===== config.mk =====
export PLATFORM = sky130hd
export DESIGN_NAME = rtc_periodic_div
export DESIGN_NICKNAME = d
export VERILOG_FILES = /design/src/rtl/rtc_div_pkg.sv /design/src/rtl/rtc_cfg_reg.sv /design/src/rtl/rtc_div_chain.sv /design/src/rtl/rtc_pflag.sv /design/src/rtl/rtc_periodic_div.sv
export SDC_FILE = /design/constraint.sdc
export NUM_CORES = 1
export LEC_CHECK = 0
export BUFFER_PORTS_ARGS = -buffer_cell sky130_fd_sc_hd__buf_2
export CAP_MARGIN = 20
export CORE_UTILIZATION = 35
export CTS_CLUSTER_DIAMETER = 60
export DETAILED_ROUTE_END_ITERATION = 8
export HOLD_SLACK_MARGIN = 0.03
export SYNTH_ARGS = -nofsm -noshare
export SYNTH_HDL_FRONTEND = slang
export SYNTH_HIERARCHICAL = 1
export SYNTH_SLANG_ARGS = --single-unit
export TNS_END_PERCENT = 50

===== constraint.sdc =====
create_clock -name clk -period 3.8 [get_ports clk]
set_input_delay 0.57 -clock clk [delete_from_list [all_inputs] [get_ports clk]]
set_output_delay 0.57 -clock clk [all_outputs]
set_load 0.01 [all_outputs]

===== src/rtl/rtc_div_pkg.sv =====
package rtc_div_pkg;

    localparam int DV_W   = 3;
    localparam int RATE_W = 4;

    localparam logic [DV_W-1:0] DV_RUN = 3'b010;

    typedef enum logic [0:0] {
        ST_HOLD = 1'b0,
        ST_RUN  = 1'b1
    } div_state_e;

    // Codes 1 and 2 reuse the taps of codes 8 and 9; others use code-1.
    function automatic logic [RATE_W-1:0] tap_shift(input logic [RATE_W-1:0] code);
        if (code < 4'd3)
            return code + 4'd6;
        else
            return code - 4'd1;
    endfunction

endpackage


===== src/rtl/rtc_cfg_reg.sv =====
module rtc_cfg_reg
    import rtc_div_pkg::*;
#(
    parameter int CFG_W = 8
) (
    input  logic              clk,
    input  logic              cfg_we,
    input  logic [CFG_W-1:0]  cfg_wdata,
    input  logic              upd_ok,
    output logic [DV_W-1:0]   dv,
    output logic [RATE_W-1:0] rate_act
);

    localparam int FIELD_W = DV_W + RATE_W;

    logic [DV_W-1:0]   dv_q;
    logic [RATE_W-1:0] rate_pend_q;
    logic [RATE_W-1:0] rate_act_q;

    generate
        if (CFG_W > FIELD_W) begin : g_spare
            logic unused_hi;
            assign unused_hi = ^cfg_wdata[CFG_W-1:FIELD_W];
        end
    endgenerate

    // No reset on purpose: the fields survive every system reset.
    always_ff @(posedge clk) begin
        if (cfg_we) begin
            dv_q        <= cfg_wdata[FIELD_W-1:RATE_W];
            rate_pend_q <= cfg_wdata[RATE_W-1:0];
        end
        if (upd_ok)
            rate_act_q <= cfg_we ? cfg_wdata[RATE_W-1:0] : rate_pend_q;
    end

    assign dv       = dv_q;
    assign rate_act = rate_act_q;

endmodule


===== src/rtl/rtc_div_chain.sv =====
module rtc_div_chain
    import rtc_div_pkg::*;
#(
    parameter int STAGES = 15
) (
    input  logic              clk,
    input  logic              rst_n,
    input  logic              osc_en,
    input  logic [DV_W-1:0]   dv,
    input  logic [RATE_W-1:0] rate,
    output logic              running,
    output logic              tap_evt,
    output logic              upd_ok,
    output logic              sec_carry
);

    localparam logic [STAGES-1:0] HALF = {1'b1, {(STAGES-1){1'b0}}};
    localparam logic [STAGES-1:0] ONE  = {{(STAGES-1){1'b0}}, 1'b1};

    div_state_e        state_q, state_d;
    logic [STAGES-1:0] cnt_q;
    logic [STAGES-1:0] mask;
    logic              wrap;
    logic              carry_q;

    // Next-state logic.
    always_comb begin
        state_d = state_q;
        unique case (state_q)
            ST_HOLD: if (dv == DV_RUN) state_d = ST_RUN;
            ST_RUN:  if (dv != DV_RUN) state_d = ST_HOLD;
        endcase
    end

    // State register, divider and carry register.
    always_ff @(posedge clk) begin
        if (!rst_n) begin
            state_q <= ST_HOLD;
            cnt_q   <= HALF;
            carry_q <= 1'b0;
        end else begin
            state_q <= state_d;
            carry_q <= wrap;
            if (state_q != ST_RUN)
                cnt_q <= HALF;
            else if (osc_en)
                cnt_q <= cnt_q + ONE;
        end
    end

    // Outputs decoded from state and divider.
    always_comb begin
        running = (state_q == ST_RUN);
        mask    = (ONE << tap_shift(rate)) - ONE;
        tap_evt = osc_en && running && (rate != '0) && ((cnt_q & mask) == mask);
        wrap    = osc_en && running && (&cnt_q);
        upd_ok  = !running || (rate == '0) || tap_evt;
    end

    assign sec_carry = carry_q;

    AST_CARRY_PULSE: assert property (@(posedge clk) disable iff (!rst_n)
        sec_carry |=> !sec_carry);

endmodule


===== src/rtl/rtc_pflag.sv =====
module rtc_pflag (
    input  logic clk,
    input  logic rst_n,
    input  logic set_evt,
    input  logic rd_clr,
    input  logic pie,
    output logic flag,
    output logic irq
);

    logic flag_q;

    // A set in the same cycle as a read wins.
    always_ff @(posedge clk) begin
        if (!rst_n)
            flag_q <= 1'b0;
        else if (set_evt)
            flag_q <= 1'b1;
        else if (rd_clr)
            flag_q <= 1'b0;
    end

    assign flag = flag_q;
    assign irq  = flag_q & pie;

endmodule


===== src/rtl/rtc_periodic_div.sv =====
module rtc_periodic_div
    import rtc_div_pkg::*;
#(
    parameter int STAGES = 15,
    parameter int CFG_W  = 8
) (
    input  logic             clk,
    input  logic             rst_n,
    input  logic             osc_en,
    input  logic             cfg_we,
    input  logic [CFG_W-1:0] cfg_wdata,
    input  logic             flag_rd,
    input  logic             pie,
    output logic             pflag,
    output logic             irq,
    output logic             sec_carry
);

    logic [DV_W-1:0]   dv;
    logic [RATE_W-1:0] rate_act;
    logic              running;
    logic              tap_evt;
    logic              upd_ok;

    rtc_cfg_reg #(.CFG_W(CFG_W)) u_cfg (
        .clk      (clk),
        .cfg_we   (cfg_we),
        .cfg_wdata(cfg_wdata),
        .upd_ok   (upd_ok),
        .dv       (dv),
        .rate_act (rate_act)
    );

    rtc_div_chain #(.STAGES(STAGES)) u_chain (
        .clk      (clk),
        .rst_n    (rst_n),
        .osc_en   (osc_en),
        .dv       (dv),
        .rate     (rate_act),
        .running  (running),
        .tap_evt  (tap_evt),
        .upd_ok   (upd_ok),
        .sec_carry(sec_carry)
    );

    rtc_pflag u_flag (
        .clk    (clk),
        .rst_n  (rst_n),
        .set_evt(tap_evt),
        .rd_clr (flag_rd),
        .pie    (pie),
        .flag   (pflag),
        .irq    (irq)
    );

    AST_NO_FLAG_IN_HOLD: assert property (@(posedge clk) disable iff (!rst_n)
        (!running && !pflag) |=> !pflag);
    AST_RATE0_SILENT: assert property (@(posedge clk) disable iff (!rst_n)
        (rate_act == '0 && !pflag) |=> !pflag);
    AST_RD_CLEARS: assert property (@(posedge clk) disable iff (!rst_n)
        (flag_rd && !tap_evt) |=> !pflag);
    AST_SET_WINS: assert property (@(posedge clk) disable iff (!rst_n)
        tap_evt |=> pflag);

endmodule


=== After elaboration in Yosys (flattened, before gate mapping) ===
Cells that the tools add are included.

* Output and inout bits: 3
* Register bits after elaboration: 29
* Logic and storage cells: 38
* Input bits: 14

* Mux-type cells: 7
* Eq/ne operators: 3
* $lt $le $gt $ge: 1
* Shifts and indexed selects: 1
* Add/subtract/negate cells: 4
* Bitwise operators: 3
* Reductions and logical operators: 12

{| class="wikitable"
|+ Operators by type and width
! kind !! count
|-
| $add 15x1->15 const B || 1
|-
| $and 15x15->15 || 1
|-
| $eq 15x15->1 || 1
|-
| $reduce_and 15->1 || 1
|-
| $shl 1x4->15 const A || 1
|-
| $sub 15x1->15 const B || 1
|-
| $mux 4 || 2
|-
| $add 4x3->4 const B || 1
|-
| $logic_and 1x1->1 || 4
|-
| $logic_not 4->1 || 1
|-
| $lt 4x2->1 const B || 1
|-
| $mux 1 || 4
|-
| $reduce_bool 4->1 || 1
|-
| $sub 4x1->4 const B || 1
|-
| $eq 3x2->1 const B || 1
|-
| $ne 3x2->1 const B || 1
|-
| $logic_or 1x1->1 || 2
|-
| $pmux 1 s2 || 1
|-
| $reduce_and 2->1 || 1
|-
| $reduce_bool 2->1 || 1
|-
| $and 1x1->1 || 1
|-
| $logic_not 1->1 || 1
|-
| $not 1->1 || 1
|}

=== Longest topological paths before layout ===
* Depth in word-level cells: 8
* Mapped depth: 16
* Mapped depth without buffers: 13

=== Cells and area by module ===
Netlist, hierarchy kept.

{| class="wikitable"
|+ By module, submodules not included
! module !! cells each !! times used !! area each (sq um) !! sequential area each (sq um)
|-
| rtc_div_chain || 193 || 1 || 1529.0 || 340.3
|-
| rtc_cfg_reg || 15 || 1 || 335.3 || 290.3
|-
| rtc_pflag || 4 || 1 || 48.8 || 20.0
|}

=== Worst setup path after synthesis ===
No wires, ideal clock.

* Kind: flip-flop to flip-flop
* Start: register u_cfg.rate_act_q[0], in the netlist u_cfg/rate_act[0]
* End: register u_cfg.rate_act_q[0], in the netlist u_cfg/rate_act[0] (enable)
* Slack: 179 ps
* Required time: 3487 ps
* Stages on the path, launching flop included: 16
* Clock period less this slack: 3621 ps
* Setup time: 313 ps
* Arrival: 3308 ps
* Cells stage by stage: edfxtp_1 clkbuf_1 inv_1 ha_1 or2b_2 and3_1 o211ai_1 or2_1 ha_1 clkbuf_8 clkbuf_1 xnor2_1 a32oi_1 nand4_1 nor4_2 nand3b_1

* Word-level cells in the longest chain between the ends: 8
* Elaborated cells between the ends (all ways): 14

{| class="wikitable"
|+ RTL lines
! element !! line !! RTL
|-
| start, declared || rtc_cfg_reg.sv:18 || <nowiki>logic [RATE_W-1:0] rate_act_q;</nowiki>
|-
| start signal, assigned || rtc_cfg_reg.sv:34 || <nowiki>rate_act_q <= cfg_we ? cfg_wdata[RATE_W-1:0] : rate_pend_q;</nowiki>
|-
| $sub 4x1->4 (tied with other cells) || rtc_div_pkg.sv:18 || <nowiki>return code - 4'd1;</nowiki>
|-
| $mux 4 || rtc_div_pkg.sv:15 || <nowiki>if (code < 4'd3)</nowiki>
|-
| $shl 1x4->15 || rtc_div_chain.sv:54 || <nowiki>mask = (ONE << tap_shift(rate)) - ONE;</nowiki>
|-
| $sub 15x1->15 || rtc_div_chain.sv:54 ||
|-
| $and 15x15->15 || rtc_div_chain.sv:55 || <nowiki>tap_evt = osc_en && running && (rate != '0) && ((cnt_q & mask) == mask);</nowiki>
|-
| $eq 15x15->1 || rtc_div_chain.sv:55 ||
|-
| $logic_and 1x1->1 * || rtc_div_chain.sv:55 ||
|-
| via tap_evt || rtc_periodic_div.sv:22 || <nowiki>logic tap_evt;</nowiki>
|-
| $logic_or 1x1->1 * || rtc_div_chain.sv:57 || <nowiki>upd_ok = !running || (rate == '0) || tap_evt;</nowiki>
|-
| via upd_ok || rtc_periodic_div.sv:23 || <nowiki>logic upd_ok;</nowiki>
|}

Mark *: on every way through the listed nets, which the timed path passes. The rest lies on a longest branch.
A chain may end at the register's enable or synchronous reset.

=== Worst setup path after layout ===
* Start: register u_cfg.rate_act_q[1], in the netlist u_cfg/rate_act[1]
* End: register u_cfg.rate_act_q[0], in the netlist u_cfg/rate_act[0] (enable)

The elaborated chain is that of the path after synthesis.

==> impl_metrics.toml <==
[final_layout]
numnets_final = 258
nFillCells = 525
antennaDiodeCount = 0
area_growth_pct = 15.6
finish.cell_count_without_fillers = 308
finalInstanceArea_um2 = 2210
final_cell_mix = "dfxtp_1 (22), nor2_1 (22), buf_2 (15), nand2_1 (15), buf_4 (13)"
final_layout_size_suffix_gt1_share_pct = 23.5

[worst_setup_path]
path_class = "register to register"
critical_path_required_ns = 3.78
reg2reg_slack_ns = 0.16
critPathLaunchType = "register"
timing.critical_path.from = "u_cfg/rate_act[1]"
rr_worst_depth = 13
path_buf_inv = 1
crit_path_cell_trace = "inv_2, ha_1, a2bb2oi_1, a21oi_2, o211ai_1, or2_1, ha_1, or3_1, a211oi_1, a221oi_1, o41ai_1, nor4_2, nand3b_1"
critical_path.most_common_cell = "ha_1"
crit_fanout = 7
critPathMaxStageDelay_ns = 0.43
setup.worst_path.end_class = "register"
worstReg2RegStart = "u_cfg/rate_act[1]"
arrival_ns = 3.61
critical_path.endpoint = "u_cfg/rate_act[0]"
critical_path.slowest_cell = "edfxtp_1"
r2r-end = "u_cfg/rate_act[0]"
crit_cells = 13
kind_of_cell_adding_the_most_delay_to_the_critical_path = "compound AO/OA/AOI/OAI gates"

[grt]
first_global_vias = 1506
largest_net_degree_at_the_start_of_global_routing = 16
grt_use_total_pct = 14.8
overflow = 0
antenna_found_initial = 0
grt_pass1_wl_um = 6830

[synth]
synth.lib_cells_used.distinct = 56
synth_enable_flop_cells = 7
fraction_of_post_synthesis_cell_area_in_the_top_cell_type_by_area_pct = 23.0
post-synth-top-area-cell = "dfxtp_1"
synthArstFlopShare_pct = 0
synthFlopType = "dfxtp_1"
post_synth_main_area_contributors = "dfxtp_1 (23%), edfxtp_1 (11%), ha_1 (4.6%), nor2_1 (4.3%), xnor2_1 (4.1%)"
syn-cell-area_um2 = 1910
synth_sequential_area_ratio_pct = 34.0
yosys_warnings = 6
synth.avg_cell_area_um2 = 9.02
mappedNetlistNets = 233
number_of_register_bits_inferred_by_synthesis = 29
number_of_standard_cells_after_synthesis = 212

[routing]
detail_route.iter0.violations = 91
route.vias.total = 1619
post_drt_wl_per_cell_um = 13.2
detail_route.wirelength_um = 4060
vias_per_std_cell = 5.26
postRouteAntennaNets = 0
detail_route.drc_violations = 0
firstDrtPassIters = 4

[timing]
final-setup-viol-count = 0
report.final.hold_viol_count = 0
finalWorstSetupSlack_ns = 0.162
period_share_pct = 95.7
timing_max_transition_violations_final = 0
clock-skew-final_ns = 0.00749
finalCriticalPeriod_ns = 3.64
clock.fmax_ghz = 0.275
worst-slew-pin-transition_ns = 0.693
worst_hold_slack_ns = 0.409
timing.max_slew.rel_slack_pct = 53.4

[placement]
place_hpwl_um = 3060
port-buffer-count = 15
dpl.cell_count = 299
pre_cts_ws_ns = 0.116
placedInstanceArea_um2 = 2080
gp_congestion = 0.860

[power]
report.power.total_uw = 920
power_report.internal_total_uw = 643
powerDensity_nw_per_um2 = 416
power.leakage_uw = 0.000816
seq_power_share_pct = 36.6
power.share.combinational_pct = 30.6
switchingPower_uw = 277
part_of_the_total_power_dissipated_in_the_clock_network_pct = 32.8
power.share.switching_pct = 30.1
vdd_ir_drop_max_mv = 0.229

[clock_tree]
clk_pin_slew_worst_paths_ns = 0.06
clock_latency_late_sink_ns = 0.28
cts_max_path_buffers = 2
clockRootBuffer = "clkbuf_8"
cts_made_buffers = 5
cts_hold_buffers = 0
cts.htree.levels = 2
tritoncts_num_sinks = 29
cts_tree = "yes"

[outcome]
outcome = "finished, final reports clean"

[floorplan]
width_of_the_die_um = 75.9
die_area_um2 = 5770
initial_core_util_pct = 37.0
die_height_um = 75.9
placeableCoreArea_um2 = 5170
io-pin-count = 17
placement_rows = 26

[hold_path]
hold_path.class = "register to register"

[run]
maxCapViolations = 0
[power by group through the flow]
stage	combinational (µW)	sequential [µW]	clock [µW]
6_report	281	337	302
4_1_cts	276	337	313
2_1_floorplan	211	343	0
3_5_place_dp	275	344	0
5_1_grt	310	338	325
3_3_place_gp	273	343	0
[cells by family after synthesis]
logic type / synth area share, %
buf+inv: 5.69
mux: 6.02
compound gates: 15.8
fa+ha+maj: 4.58
flops: 34.0
simple gates: 26.1
xor+xnor: 7.78
[metrics by stage]
step           TNS (ns)  util [%]
2_1_floorplan         0         -
4_1_cts               0      42.4
5_1_grt         -0.0478      42.7
3_3_place_gp          0      40.3
3_5_place_dp          0      40.3
6_report              0      42.7
[worst min path at each step]
| stage | from | endpoint | slack [ns] | cells past startpoint |
|---|---|---|---|---|
| after floorplan | u_cfg/dv[0] | u_chain/running | 0.39 | 1 |
| after global placement | u_cfg/dv[0] | u_chain/running | 0.40 | 1 |
| after detailed placement | u_cfg/dv[0] | u_chain/running | 0.40 | 1 |
| after CTS | u_cfg/dv[0] | u_chain/running | 0.41 | 1 |
| after global routing | u_cfg/dv[0] | u_chain/running | 0.42 | 1 |
| final | u_cfg/dv[0] | u_chain/running | 0.41 | 1 |
[sequential cells by signal (all words and copies together), names as in the netlist]
signal	count
u_flag/flag	1
u_chain/cnt_q	15
u_chain/sec_carry	1
u_cfg/rate_act	4
u_cfg/rate_pend_q	4
u_chain/running	1
u_cfg/dv	3
[cell usage after synthesis (2+ instances only)]
cell type and count:
clkbuf_8 3, ha_1 7, and3_1 2, inv_1 7, nand3b_1 3, xor2_1 8, xnor2_1 9, o21a_1 2
or2b_2 2, nor3_1 6, nor2_1 22, clkbuf_1 5, o31a_1 2, o21ai_0 9, nand3_1 11, nand2_1 15
buf_6 2, a31oi_1 4, mux2i_1 7, nand4_1 4, and4_1 2, o31ai_1 2, edfxtp_1 7, or3_1 3
o2111ai_1 2, or2_2 2, o211ai_1 2, a22oi_1 2, dfxtp_1 22, nand2b_1 2, a21oi_1 5, nor2b_1 3
nor4_2 2, mux2_2 4
[worst register-to-register path: cells and delay by family (launching register included)]
| family | cells | cell delay (ns) |
|---|---|---|
| compound gates | 6 | 1.25 |
| fa+ha+maj | 2 | 0.45 |
| buf+inv | 1 | 0.15 |
| flops | 1 | 0.43 |
| simple gates | 4 | 1.04 |
[metal layers]
layer / wire length (µm) / track usage, % / up-vias / share of wire [%]
met1: 1930 / 18.9 / 759 / 48
met4: 68 / 6.35 / 0 / 1.7
li1: - / - / 823 / -
met3: 140 / 2.89 / 8 / 3.4
met5: 0 / 0 / - / 0
met2: 1920 / 24.2 / 29 / 47
[layout make-up]
cell class	instances	area [µm²]	share of cell area (%)
multi-input combinational	166	1160	52.6
sequential	29	651	29.4
timing repair buffer	28	173	7.81
clock buffer	8	111	5.04
tap	70	87.6	3.96
inverter	7	26.3	1.19
[repair_timing]
item,4_1_cts,5_1_grt
setup buffers,0,1
resized for setup,0,4
setup endpoints to repair,0,4
(Power assumes the default switching activity.)
